[config.mk]
export PLATFORM = sky130hd
export DESIGN_NAME = pdec_top
export DESIGN_NICKNAME = d
export VERILOG_FILES = /design/src/rtl/pdec_pkg.sv /design/src/rtl/pdec_parcel_sel.sv /design/src/rtl/pdec_len.sv /design/src/rtl/pdec_fields.sv /design/src/rtl/pdec_ptr.sv /design/src/rtl/pdec_top.sv
export SDC_FILE = /design/constraint.sdc
export NUM_CORES = 1
export LEC_CHECK = 0
export ABC_AREA = 1
export ABC_CLOCK_PERIOD_IN_PS = 8200
export BUFFER_PORTS_ARGS = -buffer_cell sky130_fd_sc_hd__clkbuf_2
export CORE_MARGIN = 2
export CORE_UTILIZATION = 56
export CTS_CLUSTER_SIZE = 16
export DETAILED_ROUTE_END_ITERATION = 8
export PLACE_DENSITY = 0.86
export SLEW_MARGIN = 20
export SYNTH_ARGS = -nofsm -noshare
export SYNTH_HDL_FRONTEND = slang
export SYNTH_SLANG_ARGS = --single-unit
export TNS_END_PERCENT = 10
[constraint.sdc]
create_clock -name clk -period 8.2 [get_ports clk]
set_clock_uncertainty 0.2 [all_clocks]
set_input_delay 0.82 -clock clk [delete_from_list [all_inputs] [get_ports clk]]
set_output_delay 0.82 -clock clk [all_outputs]
set_load 0.02 [all_outputs]
[src/rtl/pdec_pkg.sv]
package pdec_pkg;
    localparam int PARCEL_W  = 16;
    localparam int NPARCEL   = 4;
    localparam int WORD_W    = PARCEL_W * NPARCEL;
    localparam int PTR_W     = $clog2(NPARCEL);
    localparam int REG_W     = 4;
    localparam int OPC_W     = 2 * REG_W;
    localparam int IMM_W     = REG_W + PARCEL_W;
    localparam int THREE_MIN = 5;

    typedef enum logic [1:0] {
        CLS_HALT  = 2'd0,
        CLS_NOP   = 2'd1,
        CLS_TWO   = 2'd2,
        CLS_THREE = 2'd3
    } cls_e;

    typedef struct packed {
        logic [OPC_W-1:0] opcode;
        cls_e             cls;
        logic [REG_W-1:0] ri;
        logic [REG_W-1:0] rj;
        logic [REG_W-1:0] rk;
        logic [IMM_W-1:0] imm;
        logic             len32;
    } dec_s;

    typedef struct packed {
        logic [WORD_W-1:0] word;
        logic [PTR_W-1:0]  ptr;
        logic              have;
    } st_s;
endpackage

[src/rtl/pdec_parcel_sel.sv]
module pdec_parcel_sel
    import pdec_pkg::*;
(
    input  logic [WORD_W-1:0]   word_i,
    input  logic [PTR_W-1:0]    ptr_i,
    output logic [PARCEL_W-1:0] first_o,
    output logic [PARCEL_W-1:0] second_o
);
    localparam logic [PTR_W-1:0] LAST = PTR_W'(NPARCEL - 1);

    logic [PARCEL_W-1:0] parcels [NPARCEL];

    // Parcel 0 sits in the most significant bits.
    for (genvar n = 0; n < NPARCEL; n++) begin : g_parcel
        assign parcels[n] = word_i[WORD_W-1-n*PARCEL_W -: PARCEL_W];
    end

    assign first_o  = parcels[ptr_i];
    assign second_o = (ptr_i == LAST) ? '0 : parcels[ptr_i + 1'b1];
endmodule

[src/rtl/pdec_len.sv]
module pdec_len
    import pdec_pkg::*;
(
    input  logic [OPC_W-1:0] byte_i,
    output logic             len32_o
);
    logic [REG_W-1:0] hi;
    logic [REG_W-1:0] lo;

    assign hi = byte_i[OPC_W-1 -: REG_W];
    assign lo = byte_i[REG_W-1:0];

    // Long when the opcode carries an address, offset or constant.
    always_comb begin
        case (hi)
            4'h1:                      len32_o = (lo <= 4'h3);
            4'h2:                      len32_o = (lo <= 4'hA) && (!lo[0] || lo == 4'h9);
            4'h3:                      len32_o = !(lo == 4'h9 || lo == 4'hB || lo == 4'hF);
            4'h4, 4'h5, 4'hB, 4'hC,
            4'hE:                      len32_o = 1'b1;
            default:                   len32_o = 1'b0;
        endcase
    end
endmodule

[src/rtl/pdec_fields.sv]
module pdec_fields
    import pdec_pkg::*;
(
    input  logic [PARCEL_W-1:0] first_i,
    input  logic [PARCEL_W-1:0] second_i,
    input  logic                len32_i,
    output dec_s                dec_o
);
    localparam logic [REG_W-1:0] THREE_LO = REG_W'(THREE_MIN);

    logic [REG_W-1:0] hi;
    logic [OPC_W-1:0] byte0;
    logic             three;

    assign hi    = first_i[PARCEL_W-1 -: REG_W];
    assign byte0 = first_i[PARCEL_W-1 -: OPC_W];
    assign three = (hi >= THREE_LO);

    always_comb begin
        dec_o       = '0;
        dec_o.len32 = len32_i;
        dec_o.rj    = first_i[2*REG_W-1 -: REG_W];
        if (three) begin
            dec_o.opcode = {hi, {REG_W{1'b0}}};
            dec_o.ri     = first_i[3*REG_W-1 -: REG_W];
            dec_o.cls    = CLS_THREE;
        end else begin
            dec_o.opcode = byte0;
            if (byte0 == '0) begin
                dec_o.cls = CLS_HALT;
            end else if (byte0 == OPC_W'(8'h0F)) begin
                dec_o.cls = CLS_NOP;
            end else begin
                dec_o.cls = CLS_TWO;
            end
        end
        if (len32_i) begin
            dec_o.imm = {first_i[REG_W-1:0], second_i};
        end else begin
            dec_o.rk  = first_i[REG_W-1:0];
        end
    end
endmodule

[src/rtl/pdec_ptr.sv]
module pdec_ptr
    import pdec_pkg::*;
(
    input  logic             have_i,
    input  logic [PTR_W-1:0] ptr_i,
    input  logic             len32_i,
    output logic [PTR_W-1:0] next_o,
    output logic             wrap_o,
    output logic             fault_o
);
    localparam logic [PTR_W-1:0] LAST = PTR_W'(NPARCEL - 1);

    logic [PTR_W:0] sum;

    assign sum     = {1'b0, ptr_i} + (PTR_W+1)'(len32_i ? 2 : 1);
    assign fault_o = have_i && len32_i && (ptr_i == LAST);
    assign wrap_o  = have_i && !fault_o && sum[PTR_W];

    always_comb begin
        if (!have_i) begin
            next_o = '0;
        end else if (fault_o) begin
            next_o = ptr_i;
        end else begin
            next_o = sum[PTR_W-1:0];
        end
    end
endmodule

[src/rtl/pdec_top.sv]
module pdec_top
    import pdec_pkg::*;
(
    input  logic              clk,
    input  logic              rst_n,
    input  logic              load_i,
    input  logic [WORD_W-1:0] word_i,
    input  logic              step_i,
    output logic              valid_o,
    output logic              need_word_o,
    output logic [PTR_W-1:0]  ptr_o,
    output logic [PTR_W-1:0]  next_ptr_o,
    output logic              wrap_o,
    output logic              fault_o,
    output logic [1:0]        cls_o,
    output logic [OPC_W-1:0]  opcode_o,
    output logic [REG_W-1:0]  ri_o,
    output logic [REG_W-1:0]  rj_o,
    output logic [REG_W-1:0]  rk_o,
    output logic [IMM_W-1:0]  imm_o,
    output logic              len32_o
);
    st_s st_d;
    st_s st_q;

    logic [PARCEL_W-1:0] first;
    logic [PARCEL_W-1:0] second;
    logic                len32;
    dec_s                dec;
    dec_s                dec_g;
    logic [PTR_W-1:0]    nxt;
    logic                wrap;
    logic                fault;

    pdec_parcel_sel u_sel (
        .word_i   (st_q.word),
        .ptr_i    (st_q.ptr),
        .first_o  (first),
        .second_o (second)
    );

    pdec_len u_len (
        .byte_i  (first[PARCEL_W-1 -: OPC_W]),
        .len32_o (len32)
    );

    pdec_fields u_fields (
        .first_i  (first),
        .second_i (second),
        .len32_i  (len32),
        .dec_o    (dec)
    );

    pdec_ptr u_ptr (
        .have_i  (st_q.have),
        .ptr_i   (st_q.ptr),
        .len32_i (len32),
        .next_o  (nxt),
        .wrap_o  (wrap),
        .fault_o (fault)
    );

    // Next-state computation
    always_comb begin
        st_d = st_q;
        if (load_i) begin
            st_d.word = word_i;
            st_d.ptr  = '0;
            st_d.have = 1'b1;
        end else if (step_i && st_q.have && !fault) begin
            if (wrap) begin
                st_d.ptr  = '0;
                st_d.have = 1'b0;
            end else begin
                st_d.ptr  = nxt;
            end
        end
    end

    always_ff @(posedge clk) begin
        if (!rst_n) begin
            st_q <= '0;
        end else begin
            st_q <= st_d;
        end
    end

    assign dec_g       = st_q.have ? dec : '0;
    assign valid_o     = st_q.have;
    assign need_word_o = !st_q.have;
    assign ptr_o       = st_q.ptr;
    assign next_ptr_o  = nxt;
    assign wrap_o      = wrap;
    assign fault_o     = fault;
    assign cls_o       = dec_g.cls;
    assign opcode_o    = dec_g.opcode;
    assign ri_o        = dec_g.ri;
    assign rj_o        = dec_g.rj;
    assign rk_o        = dec_g.rk;
    assign imm_o       = dec_g.imm;
    assign len32_o     = dec_g.len32;

    // a load yields a valid word positioned at parcel 0
    a_r2_load_starts: assert property (@(posedge clk) disable iff (!rst_n)
        load_i |=> (valid_o && ptr_o == '0));

    // a plain step moves to the announced next parcel
    a_r8_step_advances: assert property (@(posedge clk) disable iff (!rst_n)
        (valid_o && step_i && !load_i && !wrap_o && !fault_o)
        |=> (valid_o && ptr_o == $past(next_ptr_o)));

    // stepping off the end of the word asks for a new one
    a_r9_wrap_empties: assert property (@(posedge clk) disable iff (!rst_n)
        (valid_o && wrap_o && step_i && !load_i)
        |=> (!valid_o && need_word_o && ptr_o == '0));

    // a boundary-crossing instruction blocks the step
    a_r10_fault_blocks: assert property (@(posedge clk) disable iff (!rst_n)
        (fault_o && step_i && !load_i) |=> (valid_o && $stable(ptr_o) && fault_o));

    // nothing but a load makes the decoder valid again
    a_r11_idle_stays: assert property (@(posedge clk) disable iff (!rst_n)
        (!valid_o && !load_i) |=> (!valid_o && opcode_o == '0 && imm_o == '0));
endmodule

* Word-level counts from Yosys, hierarchy flattened *
Cells that the tools add are included.

storage, ports and cells
  register bits after elaboration = 67
  input port bits = 68
  output and inout port bits = 51
  word-level logic and storage cells = 68

cells by class
  $add $sub $neg = 2
  $lt $le $gt $ge = 5
  equality and inequality tests = 13
  multiplexer cells = 22
  bitwise gates (word level) = 3
  reduce and logical (&&, ||, !) cells = 20

operators with widths
  kind                                                  number
  2-to-1 mux 16 bit                                     5
  binary-select mux 16 bit (select 2 bit)               2
  2-to-1 mux 43 bit                                     1
  == test 4 bit (second input constant)                 6
  2-to-1 mux 20 bit                                     1
  2-to-1 mux 2 bit                                      6
  == test 4 x 2 -> 1 bit (second input constant)        2
  == test 4 x 3 -> 1 bit (second input constant)        2
  == test 8 x 4 -> 1 bit (second input constant)        1
  logical NOT 8 bit                                     1
  2-to-1 mux 4 bit                                      2
  logical AND 1 bit                                     7
  >= comparator 3 bit (second input constant)           2
  2-to-1 mux 6 bit                                      1
  NOT 2 -> 3 bit                                        2
  OR reduction 5 bit                                    1
  == test 4 x 1 -> 1 bit (second input constant)        1
  >= comparator 4 x 3 -> 1 bit (second input constant)  1
  <= comparator 4 x 2 -> 1 bit (second input constant)  1
  <= comparator 4 bit (second input constant)           1
  logical NOT 1 bit                                     4
  one-hot mux 1 bit (4 select lines)                    1
  nonzero test 2 bit                                    2
  adder 2 x 2 -> 3 bit                                  1
  7 further kinds                                       11

* Longest topological paths before layout *
  depth in word-level cells = 17
  gate-level depth with buffers = 21
  gate-level depth less buffers = 20

* By module *
A second synthesis with hierarchy kept.

second synthesis, totals
  cell total of the unflattened synthesis = 811
  area, all modules = 4685.7 um^2

modules (own cells, without submodules)
  module           instances  cells each  area an instance (um^2)  seq. area each (um^2)
  pdec_top         1          393         2731.4                   1341.3
  pdec_parcel_sel  1          281         1321.3                   0.0
  pdec_fields      1          92          405.4                    0.0
  pdec_len         1          29          130.1                    0.0
  pdec_ptr         1          16          97.6                     0.0

* Least setup slack after synthesis *
OpenSTA, ideal clock, no wires.

  kind = register to output
  start point = register st_q, in the netlist ptr_o[0]
  end point = output wrap_o
  data arrival time = 2.389 ns
  data required time = 7.180 ns
  slack = 4.791 ns
  cell stages (with the launch flop) = 16
  buffers on the path = 1
  cell sequence = dfxtp_1 -> buf_2 -> nand2_1 -> nand3_1 -> nand2_1 -> inv_1 -> nand2_1 -> nand2_1 -> nor2_1 -> nor2_1 -> nand2_2 -> inv_2 -> ha_1 -> inv_1 -> fa_1 -> nor3_1

on the way
  cells in the longest elaborated chain, start to end = 14
  elaborated cells between the ends (all ways) = 33
  those cells by class = add/sub (1); order compare (2); eq/ne (12); mux (5); bitwise (1); reduce/logical (12)

ends and longest elaborated chain
  item                                                          line            text
  from (decl)                                                   pdec_top.sv:24  st_s st_q;
  from (signal assigned)                                        pdec_top.sv:84  st_q <= st_d;
  branches (longest 13 deep; another with <= comparator 4 bit)  --
  logical AND 1 bit (*)                                         pdec_ptr.sv:17  assign wrap_o = have_i && !fault_o && sum[PTR_W];
  to (decl)                                                     pdec_top.sv:13  output logic wrap_o,

Mark *: on every way between the ends. The select of a mux whose other input is x is not followed.

* Worst setup path in the final report *
  start point = register st_q, in the netlist ptr_o[1]
  end point = output imm_o[15]

on the way
  cells in the longest elaborated chain, start to end = 11
  elaborated cells between the ends (all ways) = 34
  those cells by class = add/sub (1); order compare (2); eq/ne (12); mux (10); bitwise (2); reduce/logical (7)

ends and longest elaborated chain
  item                                                         line               text
  branches (longest 9 deep; another with <= comparator 4 bit)  --
  2-to-1 mux 20 bit (*)                                        pdec_fields.sv:37  if (len32_i) begin
  2-to-1 mux 43 bit (*)                                        pdec_top.sv:88     assign dec_g = st_q.have ? dec : '0;
  to (decl)                                                    pdec_top.sv:20     output logic [IMM_W-1:0] imm_o,

Marks and branches as above.

==> flow_metrics.env <==
export IMPL_ys_types=24
export IMPL_finalSetupViolations=0
export IMPL_synth_async_reset_ratio=0
export IMPL_post_route_period_util=0.576
export IMPL_vias=4455
export IMPL_synth_seq_area_share=0.347
export IMPL_finish_instance_area_mm2=0.00455
export IMPL_outcome="finished, final reports clean"
export IMPL_place_ws_ns=3.94
export IMPL_finalWorstSetupSlack_ns=3.48
export IMPL_path_max_fanout=27
export IMPL_ant_nets=0
export IMPL_arrival_ns=3.70
export IMPL_maxCapViolCount=0
export IMPL_ios=119
export IMPL_holdWs_ns=0.296
export IMPL_fp_dieW_um=87.1
export IMPL_clk_path_buf_depth=2
export IMPL_h_tree_depth=3
export IMPL_synth_top_area_frac=0.347
export IMPL_hold_class="reg -> reg"
export IMPL_synth_edf_count=0
export IMPL_worstSkewPairLatency_ns=0.35
export IMPL_holdPathStages=2
export IMPL_fin_setup_tns_ns=0
export IMPL_drt_iter0_drc=438
export IMPL_worst_setup_path_end_kind="output pin"
export IMPL_grt_pass1_vias=4023
export IMPL_rsz0062_at_grt="no"
export IMPL_drive_gt1_frac=0.198
export IMPL_diodes=0
export IMPL_grt_pass1_wl_mm=18.3
export IMPL_hold_buffers=0
export IMPL_synthesis_area_mm2=0.00386
export IMPL_fmaxAchievable_mhz=212
export IMPL_power_density_mw_per_mm2=176
export IMPL_grt_max_degree=80
export IMPL_start_util=0.575
export IMPL_antenna_found_initial=0
export IMPL_worstPathRequired_ns=7.18
export IMPL_clock_sinks=67
export IMPL_routed_via_density=5.56
export IMPL_use_met3=0.0408
export IMPL_synth_area_leaders="dfxtp_1, nor2_1, nand2_1"
export IMPL_busiest_layer="met2"
export IMPL_coreArea_mm2=0.00672
export IMPL_nNetsFinal=787
export IMPL_path_clk_slew_ns=0.08
export IMPL_place_gp_congestion=0.882
export IMPL_ys_warn_count=0
export IMPL_port_buffers=118
export IMPL_die_h_um=87.1
export IMPL_synth_area_leader_cell="dfxtp_1"
export IMPL_syn_instance_count=634
export IMPL_final_core_utilization=0.677
export IMPL_slew_headroom=0.267
export IMPL_cts_root_buf="clkbuf_8"
export IMPL_hold_violations=0
export IMPL_dieArea_mm2=0.00758
export IMPL_syn_avg_cell_area_um2=6.09
export IMPL_grt_ovfl_total=0
export IMPL_syn_nets=705
export IMPL_placed_cells=785
export IMPL_dr_pass1_iters=6
export IMPL_placed_cell_area_mm2=0.00434
export IMPL_synth_flop_cell="dfxtp_1"
export IMPL_drc_errors=0
export IMPL_dp_hpwl_mm=7.42
export IMPL_grt_use_met1=0.401
export IMPL_fin_total_pwr_mw=0.799
export IMPL_finalNonFillerCells=801
export IMPL_peakVddDrop_mv=0.0839
export IMPL_leakage_nw=2.20
export IMPL_cts_tree="built"
export IMPL_crit_path_start_kind="flip-flop"
export IMPL_wl_per_cell_um=14.0
export IMPL_track_usage=0.301
export IMPL_grt_met2_usage=0.489
export IMPL_cts_resized=0
export IMPL_slew_violations=0
export IMPL_worstMarginPinSlew_ns=1.10
export IMPL_cts_made_buffers=9
export IMPL_syn_to_final_growth_pct=17.7
export IMPL_min_period_ns=4.72
export IMPL_crit_type="reg -> out"
export IMPL_postCtsSetupRepairBufs=0
export IMPL_rr_worst_depth=18
export IMPL_core_rowCount=30
export IMPL_totalWireLength_mm=11.2
export IMPL_ys_seq_elements=67
==> cell families after synthesis <==
family | share of synthesized area
and+or+nand+nor | 0.366
AOI/OAI and AO/OA | 0.196
buffers and inverters | 0.0790
DFF | 0.347
adders and majority gates | 0.0117
==> path summary, 6_finish.rpt <==
check	to	slack (ns)	startpoint
hold reg to reg	st_q[40]$_SDFFE_PN0P_	0.30	st_q[40]$_SDFFE_PN0P_
setup reg to reg	ptr_o[1]$_SDFFE_PP0P_	4.59	ptr_o[1]$_SDFFE_PP0P_
setup / recovery	imm_o[15]	3.48	ptr_o[1]$_SDFFE_PP0P_
hold / removal	st_q[40]$_SDFFE_PN0P_	0.30	st_q[40]$_SDFFE_PN0P_
==> layout by cell type (no fill, tap or decap), drive strengths merged <==
cell	netlist	routed
clkinv	1	5
bufinv	0	1
a32o	14	14
clkbuf	30	130
a211oi	4	4
nand3	25	25
nand2	155	155
nor3	13	13
buf	18	1
a21boi	1	1
o21ai	77	77
ha	2	2
nor2	161	161
a21oi	39	39
dfxtp	67	67
inv	22	21
nand4	3	3
fa	1	1
or2	1	1
==> flip-flops by register name (all words and copies together), names as in the netlist <==
register	count
ptr_o	2
st_q	64
valid_o	1
==> cells in the mapped netlist, types with 2 or more instances <==
cell type and n:
nor3_1 13, dfxtp_1 67, nand2_1 153, buf_4 3
nand4_1 3, buf_1 8, buf_2 4, a32o_1 14
ha_1 2, nor2_1 160, a21oi_1 39, a211oi_1 4
inv_1 18, inv_2 4, nand2_2 2, nand3_1 25
o21ai_0 77, clkbuf_1 30, buf_6 3
==> worst max-delay path, cell delays in order (launching register included) <==
cell      delay [ns]
dfxtp_1         0.87
inv_2           0.44
nand3_1         0.20
nand2_1         0.15
nand2_1         0.10
nand2_1         0.05
nand2_1         0.06
nor2_1          0.04
nor2_1          0.11
nand2_2         0.10
inv_2           0.12
nor2_4          0.04
inv_2           0.10
or2_1           0.59
nor2_1          0.16
clkbuf_2        0.20
==> power by group <==
| group | leakage [nW] | internal (mW) | total [mW] | switching (mW) |
|---|---|---|---|---|
| logic | 1.53 | 0.0512 | 0.142 | 0.0907 |
| registers | 0.557 | 0.348 | 0.366 | 0.0182 |
| clock network | 0.106 | 0.157 | 0.291 | 0.134 |
==> per-layer routing <==
metal,up-vias,wire (um)
met5,-,0
met4,0,290
met1,1967,4750
met3,28,984
met2,233,5200
li1,2227,-
==> area by class of cell <==
class                      instances  area (um2)
fill                             598        2170
sequential                        67        1340
multi-input combinational        496        2220
clock buffer                      12         155
tap                               80         100
timing repair buffer             119         598
inverter                          23        87.6
clock inverter                     4        48.8
Power figures use the tool's default switching activity.
